`src/rtl/nco_carrier_gen.sv`:
```
module nco_carrier_gen #(
  parameter int PHASE_W   = 24,
  parameter int LUT_W     = 8,
  parameter int IQ_W      = 8,
  parameter int OUT_W     = 12,
  parameter int OUT_SHIFT = 8,
  parameter int ADDR_W    = 6,
  parameter int CTRL_ADDR = 32
) (
  input  logic                   clk,
  input  logic                   rst_n,
  input  logic                   cs_n,
  input  logic                   wr_n,
  input  logic [ADDR_W-1:0]      addr,
  input  logic [7:0]             wdata,
  input  logic [1:0]             sel,
  input  logic                   load,
  input  logic                   den_in,
  input  logic signed [IQ_W-1:0] i_in,
  input  logic signed [IQ_W-1:0] q_in,
  output logic [PHASE_W-1:0]     phase,
  output logic [OUT_W-1:0]       sample
);
  localparam int NWORD  = 3;
  localparam int BYTES  = (PHASE_W + 7) / 8;
  localparam int NREG   = NWORD * BYTES;
  localparam int HALF   = 1 << (LUT_W - 1);
  localparam int QUART  = 1 << (LUT_W - 2);
  localparam int SIN_W  = 2 * LUT_W - 2;
  localparam int PROD_W = IQ_W + SIN_W;
  localparam int SUM_W  = PROD_W + 2;
  localparam logic signed [SUM_W-1:0] HI = SUM_W'((1 << (OUT_W - 1)) - 1);
  localparam logic signed [SUM_W-1:0] LO = -HI - SUM_W'(1);

  logic [NREG*8-1:0]  regs;
  logic [3:0]         ctrl;
  logic [PHASE_W-1:0] incr, acc, step, word;
  logic               wr_q, ld_q, den_q, wr_evt, load_evt;

  assign wr_evt   = wr_n & ~wr_q & ~cs_n;
  assign load_evt = (load & ~ld_q) | (den_in & ~den_q);
  assign step     = ctrl[3] ? ~incr : incr;
  assign phase    = acc;

  always_comb begin
    word = '0;
    for (int k = 0; k < NWORD; k++)
      if (sel == 2'(k)) word = regs[k*BYTES*8 +: PHASE_W];
  end

  always_ff @(posedge clk or negedge rst_n) begin
    if (!rst_n) begin
      regs <= '0; ctrl <= '0; incr <= '0; acc <= '0;
      wr_q <= 1'b0; ld_q <= 1'b0; den_q <= 1'b0;
    end else begin
      wr_q  <= wr_n;
      ld_q  <= load;
      den_q <= den_in;
      acc   <= acc + step;
      if (load_evt) incr <= word;
      if (wr_evt) begin
        for (int k = 0; k < NREG; k++)
          if (addr == ADDR_W'(k)) regs[k*8 +: 8] <= wdata;
        if (addr == ADDR_W'(CTRL_ADDR)) ctrl <= wdata[3:0];
      end
    end
  end

  function automatic logic signed [SIN_W-1:0] wave(input logic [LUT_W-1:0] a);
    logic [SIN_W-1:0] xx, m;
    xx = SIN_W'(a[LUT_W-2:0]);
    m  = xx * (SIN_W'(HALF) - xx);
    return a[LUT_W-1] ? -$signed(m) : $signed(m);
  endfunction

  logic [LUT_W-1:0]         s_idx;
  logic signed [SIN_W-1:0]  sin_v, cos_v;
  logic signed [PROD_W-1:0] p_i, p_q;
  logic signed [SUM_W-1:0]  sum, scaled;
  logic [OUT_W-1:0]         sat;

  assign s_idx  = acc[PHASE_W-1 -: LUT_W];
  assign sin_v  = wave(s_idx);
  assign cos_v  = wave(s_idx + LUT_W'(QUART));
  assign p_i    = PROD_W'(i_in) * PROD_W'(cos_v);
  assign p_q    = PROD_W'(q_in) * PROD_W'(sin_v);
  assign sum    = (ctrl[0] ? -SUM_W'(p_i) : SUM_W'(p_i)) + (ctrl[1] ? -SUM_W'(p_q) : SUM_W'(p_q));
  assign scaled = sum >>> OUT_SHIFT;
  assign sat    = (scaled > HI) ? HI[OUT_W-1:0] : (scaled < LO) ? LO[OUT_W-1:0] : scaled[OUT_W-1:0];

  always_ff @(posedge clk or negedge rst_n) begin
    if (!rst_n) sample <= '0;
    else        sample <= ctrl[2] ? sat : {~sat[OUT_W-1], sat[OUT_W-2:0]};
  end


  incr_hold_chk: assert property (@(posedge clk) disable iff (!rst_n)
    !load_evt |=> $stable(incr));

  zero_sel_chk: assert property (@(posedge clk) disable iff (!rst_n)
    (load_evt && sel == 2'b11) |=> incr == '0);

  phase_freeze_chk: assert property (@(posedge clk) disable iff (!rst_n)
    (incr == '0 && !ctrl[3]) |=> $stable(phase));

  no_select_write_chk: assert property (@(posedge clk) disable iff (!rst_n)
    cs_n |=> ($stable(regs) && $stable(ctrl)));
endmodule

```
`config.mk`:
```
export PLATFORM = sky130hd
export DESIGN_NAME = nco_carrier_gen
export DESIGN_NICKNAME = d
export VERILOG_FILES = /design/src/rtl/nco_carrier_gen.sv
export SDC_FILE = /design/constraint.sdc
export NUM_CORES = 1
export LEC_CHECK = 0
export BUFFER_PORTS_ARGS = -buffer_cell sky130_fd_sc_hd__buf_2
export CAP_MARGIN = 20
export CORE_UTILIZATION = 30
export CTS_CLUSTER_SIZE = 12
export DETAILED_ROUTE_END_ITERATION = 10
export SYNTH_ARGS = -nofsm -noshare
export SYNTH_HDL_FRONTEND = slang
export SYNTH_SLANG_ARGS = --single-unit
```
`constraint.sdc`:
```
create_clock -name clk -period 13.8 [get_ports clk]
set_input_delay 0 -clock clk [delete_from_list [all_inputs] [get_ports clk]]
set_output_delay 0 -clock clk [all_outputs]
set_load 0.02 [all_outputs]
```
Word level (Yosys, flattened, before mapping). Index checks and enable logic that the tools add are counted.

Add/sub/neg operators: 9. Multipliers: 4. Magnitude comparators: 2. Equality and inequality tests: 11. Multiplexer cells: 11. Bitwise logic cells: 11. Reduce and logical (&&, ||, !) cells: 12.

Operators with widths (count): $mux W24 (6); $add A24 B24 Y24 (2); $neg A22 Y24 (2); $mul A8 B14 Y22 (2); $mux W12 (3); $mul A8 B9 Y14 (2); $mux W14 (2); $neg A14 Y14 (2); $eq A6 B3 Y1 const B (4); $not A24 Y24 (1); $reduce_and A2 Y1 (10); $sub A8 B7 Y9 const A (2); $gt A16 B12 Y1 const B (1); $lt A16 B12 Y1 const B (1); $eq A6 B2 Y1 const B (2); $add A8 B7 Y8 const B (1); $eq A6 B1 Y1 const B (1); $eq A6 B4 Y1 const B (1); $eq A6 B6 Y1 const B (1); $logic_not A6 Y1 (1); $not A1 Y1 (5); $and A1 B1 Y1 (4); $eq A2 B1 Y1 const B (1); $eq A2 B2 Y1 const B (1); other kinds (2) (2).

Flip-flop bits (word level): 139. Output and inout bits: 36. Word-level logic and storage cells: 76.

Depth between registers and ports, before layout.
Depth after elaboration: 14. Depth in mapped cells: 52. Depth with buffers taken out: 49.

Least setup slack after synthesis. No wires, ideal clock.

Kind: reg-to-reg. Start: reg acc[16], in the netlist phase[16]. End: reg sample[5]. Data arrival time: 12215 ps. Data required time: 13736 ps. Setup slack: 1521 ps. Cell stages (with the launch flop): 49. Path buffers: 2. Clock period less this slack: 12279 ps. Path through: dfrtp_1 -> clkbuf_1 -> inv_2 -> ha_1 -> nor3b_1 -> ha_1 -> nand2b_1 -> fa_1 -> fa_1 -> inv_1 -> fa_1 -> inv_1 -> fa_1 -> inv_1 -> ha_1 -> inv_1 -> o21bai_1 -> a21oi_1 -> (+13 left out) -> nor3_1 -> a311o_2 -> nor3_1 -> o211ai_2 -> or2_2 -> or3_1 -> or2_2 -> nand2_1 -> xnor2_1 -> ha_1 -> a21o_1 -> a21oi_1 -> and2b_2 -> a311oi_1 -> xnor3_2 -> a21oi_2 -> buf_6 -> a21o_1.

Word-level cells in the longest chain between the ends: 13. Elaborated cells between the ends (all ways): 21. Those cells by class: 8 x add/sub; 4 x mul; 2 x order compare; 7 x mux.

Ends and longest elaborated chain: start: declaration (RTL line 37) `logic [PHASE_W-1:0] incr, acc, step, word;`; start signal: assignment (RTL line 59) `acc <= acc + step;`; $add A8 B7 Y8 (RTL line 84) `assign cos_v = wave(s_idx + LUT_W'(QUART));`; $sub A8 B7 Y9 (RTL line 72) `m = xx * (SIN_W'(HALF) - xx);`; $mul A8 B9 Y14 (RTL line 72); $neg A14 Y14 (RTL line 73) `return a[LUT_W-1] ? -$signed(m) : $signed(m);`; $mux W14 (RTL line 73); $mul A8 B14 Y22 (RTL line 85) `assign p_i = PROD_W'(i_in) * PROD_W'(cos_v);`; $neg A22 Y24 (RTL line 87) `assign sum = (ctrl[0] ? -SUM_W'(p_i) : SUM_W'(p_i)) + (ctrl[1] ? -SUM_W'(p_q) : SUM_W'(p_q));`; $mux W24 (RTL line 87); $add A24 B24 Y24 (*) (RTL line 87); $lt A16 B12 Y1 (RTL line 89) `assign sat = (scaled > HI) ? HI[OUT_W-1:0] : (scaled < LO) ? LO[OUT_W-1:0] : scaled[OUT_W-1:0];`; $mux W12 (RTL line 89); $mux W12 (*) (RTL line 89); via sat[5] (RTL line 80) `logic [OUT_W-1:0] sat;`; $mux W12 (*) (RTL line 93) `else sample <= ctrl[2] ? sat : {~sat[OUT_W-1], sat[OUT_W-2:0]};`; end signal: assignment (RTL line 93); end: declaration (RTL line 22) `output logic [OUT_W-1:0] sample`.

Mark *: on every way through the listed nets, which the timed path passes. The rest lies on a longest branch. A chain may end at the register's enable or synchronous reset.

Final worst setup path.
Start: reg acc[17], in the netlist phase[17]. End: reg sample[8].

The elaborated chain is that of the path after synthesis.

==> results.md <==
- The run finished with clean final reports.
- In this run, synthesis inferred 0 flip-flops with an integrated enable.
- Yosys attributes the largest share of cell area to sky130_fd_sc_hd__fa_1 22%, sky130_fd_sc_hd__dfrtp_1 17%, sky130_fd_sc_hd__ha_1 13%.
- The number of antenna violations at the first check in global routing was 0.
- The final routed wirelength across all metal layers is 47710 um.
- The detailed router finished its first iteration with 802 violations.
- In this run the worst path has a maximum fanout of 11.
- In this run the horizontal extent of the chip is 261.7 um.
- The clock net sink count is 139.
- The detailed-router iteration count before antenna repair is 5.
- The share of layout cells above drive strength 1 is 11.14%.
- The total negative setup slack is 0 ps.
- The clock tree root driver cell is sky130_fd_sc_hd__clkbuf_16.
- The critical path starts at phase[17]$_DFF_PN0_.
- The post-synthesis cell count is 2166.
- The quantity of I/O buffers inserted on ports is 73.
- TritonCTS built the clock tree.
- The count of state elements after synthesis is 139.
- The fmax is 0.07639 GHz.
- Subtracting the final worst setup slack from the clock period gives 13090 ps.
- The worst slew margin relative to its limit is 23.29%.
- STA classifies the critical path startpoint as a flop.
- Summed over all nets, the half-perimeter wirelength after detailed placement is 38490 um.
- STA classifies the critical path endpoint as a flop.
- Summing the sequential cell areas from Yosys gives 17.19% of the chip area.
- The overall fraction of global-route tracks in use is 14.54%.
- The netlist area before placement is 0.02023 mm^2.
- The total via count in the routed design is 14970.
- The critical path contains buffers and inverters numbering 7 combined.
- The congestion estimate from routability-driven global placement came to 0.8471.
- Counting the buffers created by CTS gives 17.
- The remaining routing DRC violations is 0.
- The critical path in this run is classified as flop to flop.
- The die covers 0.06847 mm^2.
- The largest area contributor in the netlist is sky130_fd_sc_hd__fa_1.
- The final cycle utilization of the critical path is 94.86%.
- The area taken by multi-input logic gates is 0.01551 mm^2.
- The share of synthesized area in the top cell type comes to 21.57%.
- For the final database, setup skew stands at 7.144 ps.
- After synthesis, the mean cell area works out to 9.340 um^2.
- The post-layout net count is 2697.
- Yosys printed 0 warnings.
- Summing all non-filler instances in the final layout gives an area of 0.02237 mm^2.
- The total setup violations reported at the end of the flow is 0.
- At the pin with the least slew margin, the transition time is 1143 ps.
- In this run the remaining antenna-violating nets after routing total 0.
- The count of filler cells inserted in the layout is 6791.
- The worst hold path begins at wdata[2].
- The initial utilization of the core area, before any placement, comes to 30.55%.
- Setup repair after global routing left no endpoint under its margin.
- Cells fill 33.78% of the core in the end.
- The detailed-route wire length per cell is 15.35 um.
- The placed instances occupy a cell area of 0.02158 mm^2.
- The floorplan row count is 94.
- The commonest cells after synthesis are 285 x sky130_fd_sc_hd__inv_1, 218 x sky130_fd_sc_hd__fa_1, 210 x sky130_fd_sc_hd__ha_1.
- The largest single stage delay on the critical path is 550 ps.
- Measured along the y axis, the die boundary spans 261.7 um.
- The floorplan step defined a core boundary enclosing 0.06622 mm^2.
- The unique cell type count in the Yosys netlist is 89.
- Counting along the longest clock path gives a buffer depth of 2.
- For the worst-skew pair, the clock arrives at the later sink with an insertion delay of 430 ps.
- The class of the worst hold path is primary input to flop.
- The number of standard cells in the layout, taps in and fillers out is 3108.
- The master of the slowest instance on the critical path is sky130_fd_sc_hd__fa_1.
- The tool flagged a number of max-cap violations equal to 0.
- The data required time of the critical path is 14160 ps.
- In the routed layout, each cell is associated on average with a via count of 4.817.
- The number of pins exceeding their max-slew limit in the final report was 0.
- For this design the top-level I/O count stands at 74.
- The startpoint identified for the worst register-to-register timing path is phase[17]$_DFF_PN0_.
- The number of placed instances, taps included, is 3069.
- The first global-routing pass estimated 80030 um of wire.
- The number of post-CTS setup repair buffers is 0.
- Counting flops with an async set or reset pin after synthesis yields a share of 100.0%.
- The H-tree was split into 4 levels.
- In this design, the largest share of critical-path delay is due to adder cells.
- Entering global routing, the biggest net connects 78 pins.
- In the synthesized netlist the dominant register cell turns out to be sky130_fd_sc_hd__dfrtp_1.
- The via count of the first global-routing pass was 15290.
- The number of endpoints with negative hold slack in the final report is 0.
- Clock-pin slew was measured on the worst setup and hold paths at 60 ps.
- The data arrival time of the worst path is 13450 ps.
- Yosys instantiated no cell more often than sky130_fd_sc_hd__inv_1.
- Summed over all layers, the global routing overflow is 0.
- In the final layout, flip-flops and latches occupy 0.003478 mm^2.
- The relative area change from synthesis to final layout is 10.57%.
- 0 antenna diodes ended up in the layout.
[cell usage in the layout, fill, tap and decap left out, drive strengths merged, types with 16 or more instances in the layout]
cell	netlist	layout
a21o	49	49
a21oi	119	119
and2	105	105
buf	14	89
clkbuf	45	20
dfrtp	139	139
fa	218	218
ha	210	210
inv	286	288
mux2	75	75
mux2i	29	29
nand2	107	107
nand2b	42	42
nand3	16	16
nor2	131	131
nor2b	80	80
nor3	32	32
o21a	16	16
o21ai	54	54
o21bai	16	16
or3	16	16
xnor2	126	126
xor2	66	66
[metal layers]
metal / vias up / track usage (%) / wire length, um
met3: 41 / 1.900 / 1850
li1: 7280 / - / -
met1: 7385 / 20.51 / 22910
met2: 264 / 23.76 / 22260
met4: 0 / 2.875 / 680
met5: - / 0 / 0
[sequential cells by signal, summed over array words and instances, names as in the netlist]
name    flops
ld_q        1
incr       24
sample     12
phase      24
wr_q        1
ctrl        4
den_q       1
regs       72
[final cells by class]
| class | instances | area share (%) |
|---|---|---|
| multi-input combinational | 1692 | 69.34 |
| tap | 864 | 4.833 |
| sequential | 139 | 15.55 |
| timing repair buffer | 95 | 2.556 |
| inverter | 286 | 4.799 |
| clock inverter | 12 | 0.8335 |
| clock buffer | 20 | 2.086 |
[repair_timing]
item,in CTS,in global routing
endpoints found under the hold margin,89,0
resized for setup,0,8
hold buffers,6,0
endpoints found under the setup margin,0,11
[per-stage QoR]
step,hold slack [ps],setup WS (ps)
3_3_place_gp,99.78,814.5
2_1_floorplan,-295.6,1521
4_1_cts,0.7488,589.9
6_report,22.34,709.2
5_1_grt,13.92,23.75
3_5_place_dp,100.4,658.7
[path summary, 6_finish.rpt]
path	slack, ps	cells past startpoint	endpoint
worst max-delay path	710	47	sample[8]$_DFF_PN0_
max in group asynchronous	12300	3	regs[32]$_DFFE_PN0P_
min in group asynchronous	160	2	phase[10]$_DFF_PN0_
worst min register to register	500	1	regs[66]$_DFFE_PN0P_
worst max register to register	710	47	sample[8]$_DFF_PN0_
worst min-delay path	20	2	regs[34]$_DFFE_PN0P_
[kinds of logic (layout without fill, tap and decap cells)]
family | Yosys count | in the layout | share of synthesized area [%]
flops | 139 | 139 | 17.19
simple gates | 601 | 601 | 15.75
compound gates | 351 | 351 | 11.43
fa+ha+maj | 428 | 428 | 34.56
other cells | 2 | 12 | 0.03712
xor+xnor | 195 | 195 | 8.690
buf+inv | 345 | 413 | 6.618
mux | 105 | 105 | 5.721
Power is not shown: default switching activity piles up to over one toggle a cycle in this logic, so the estimate is an artifact.
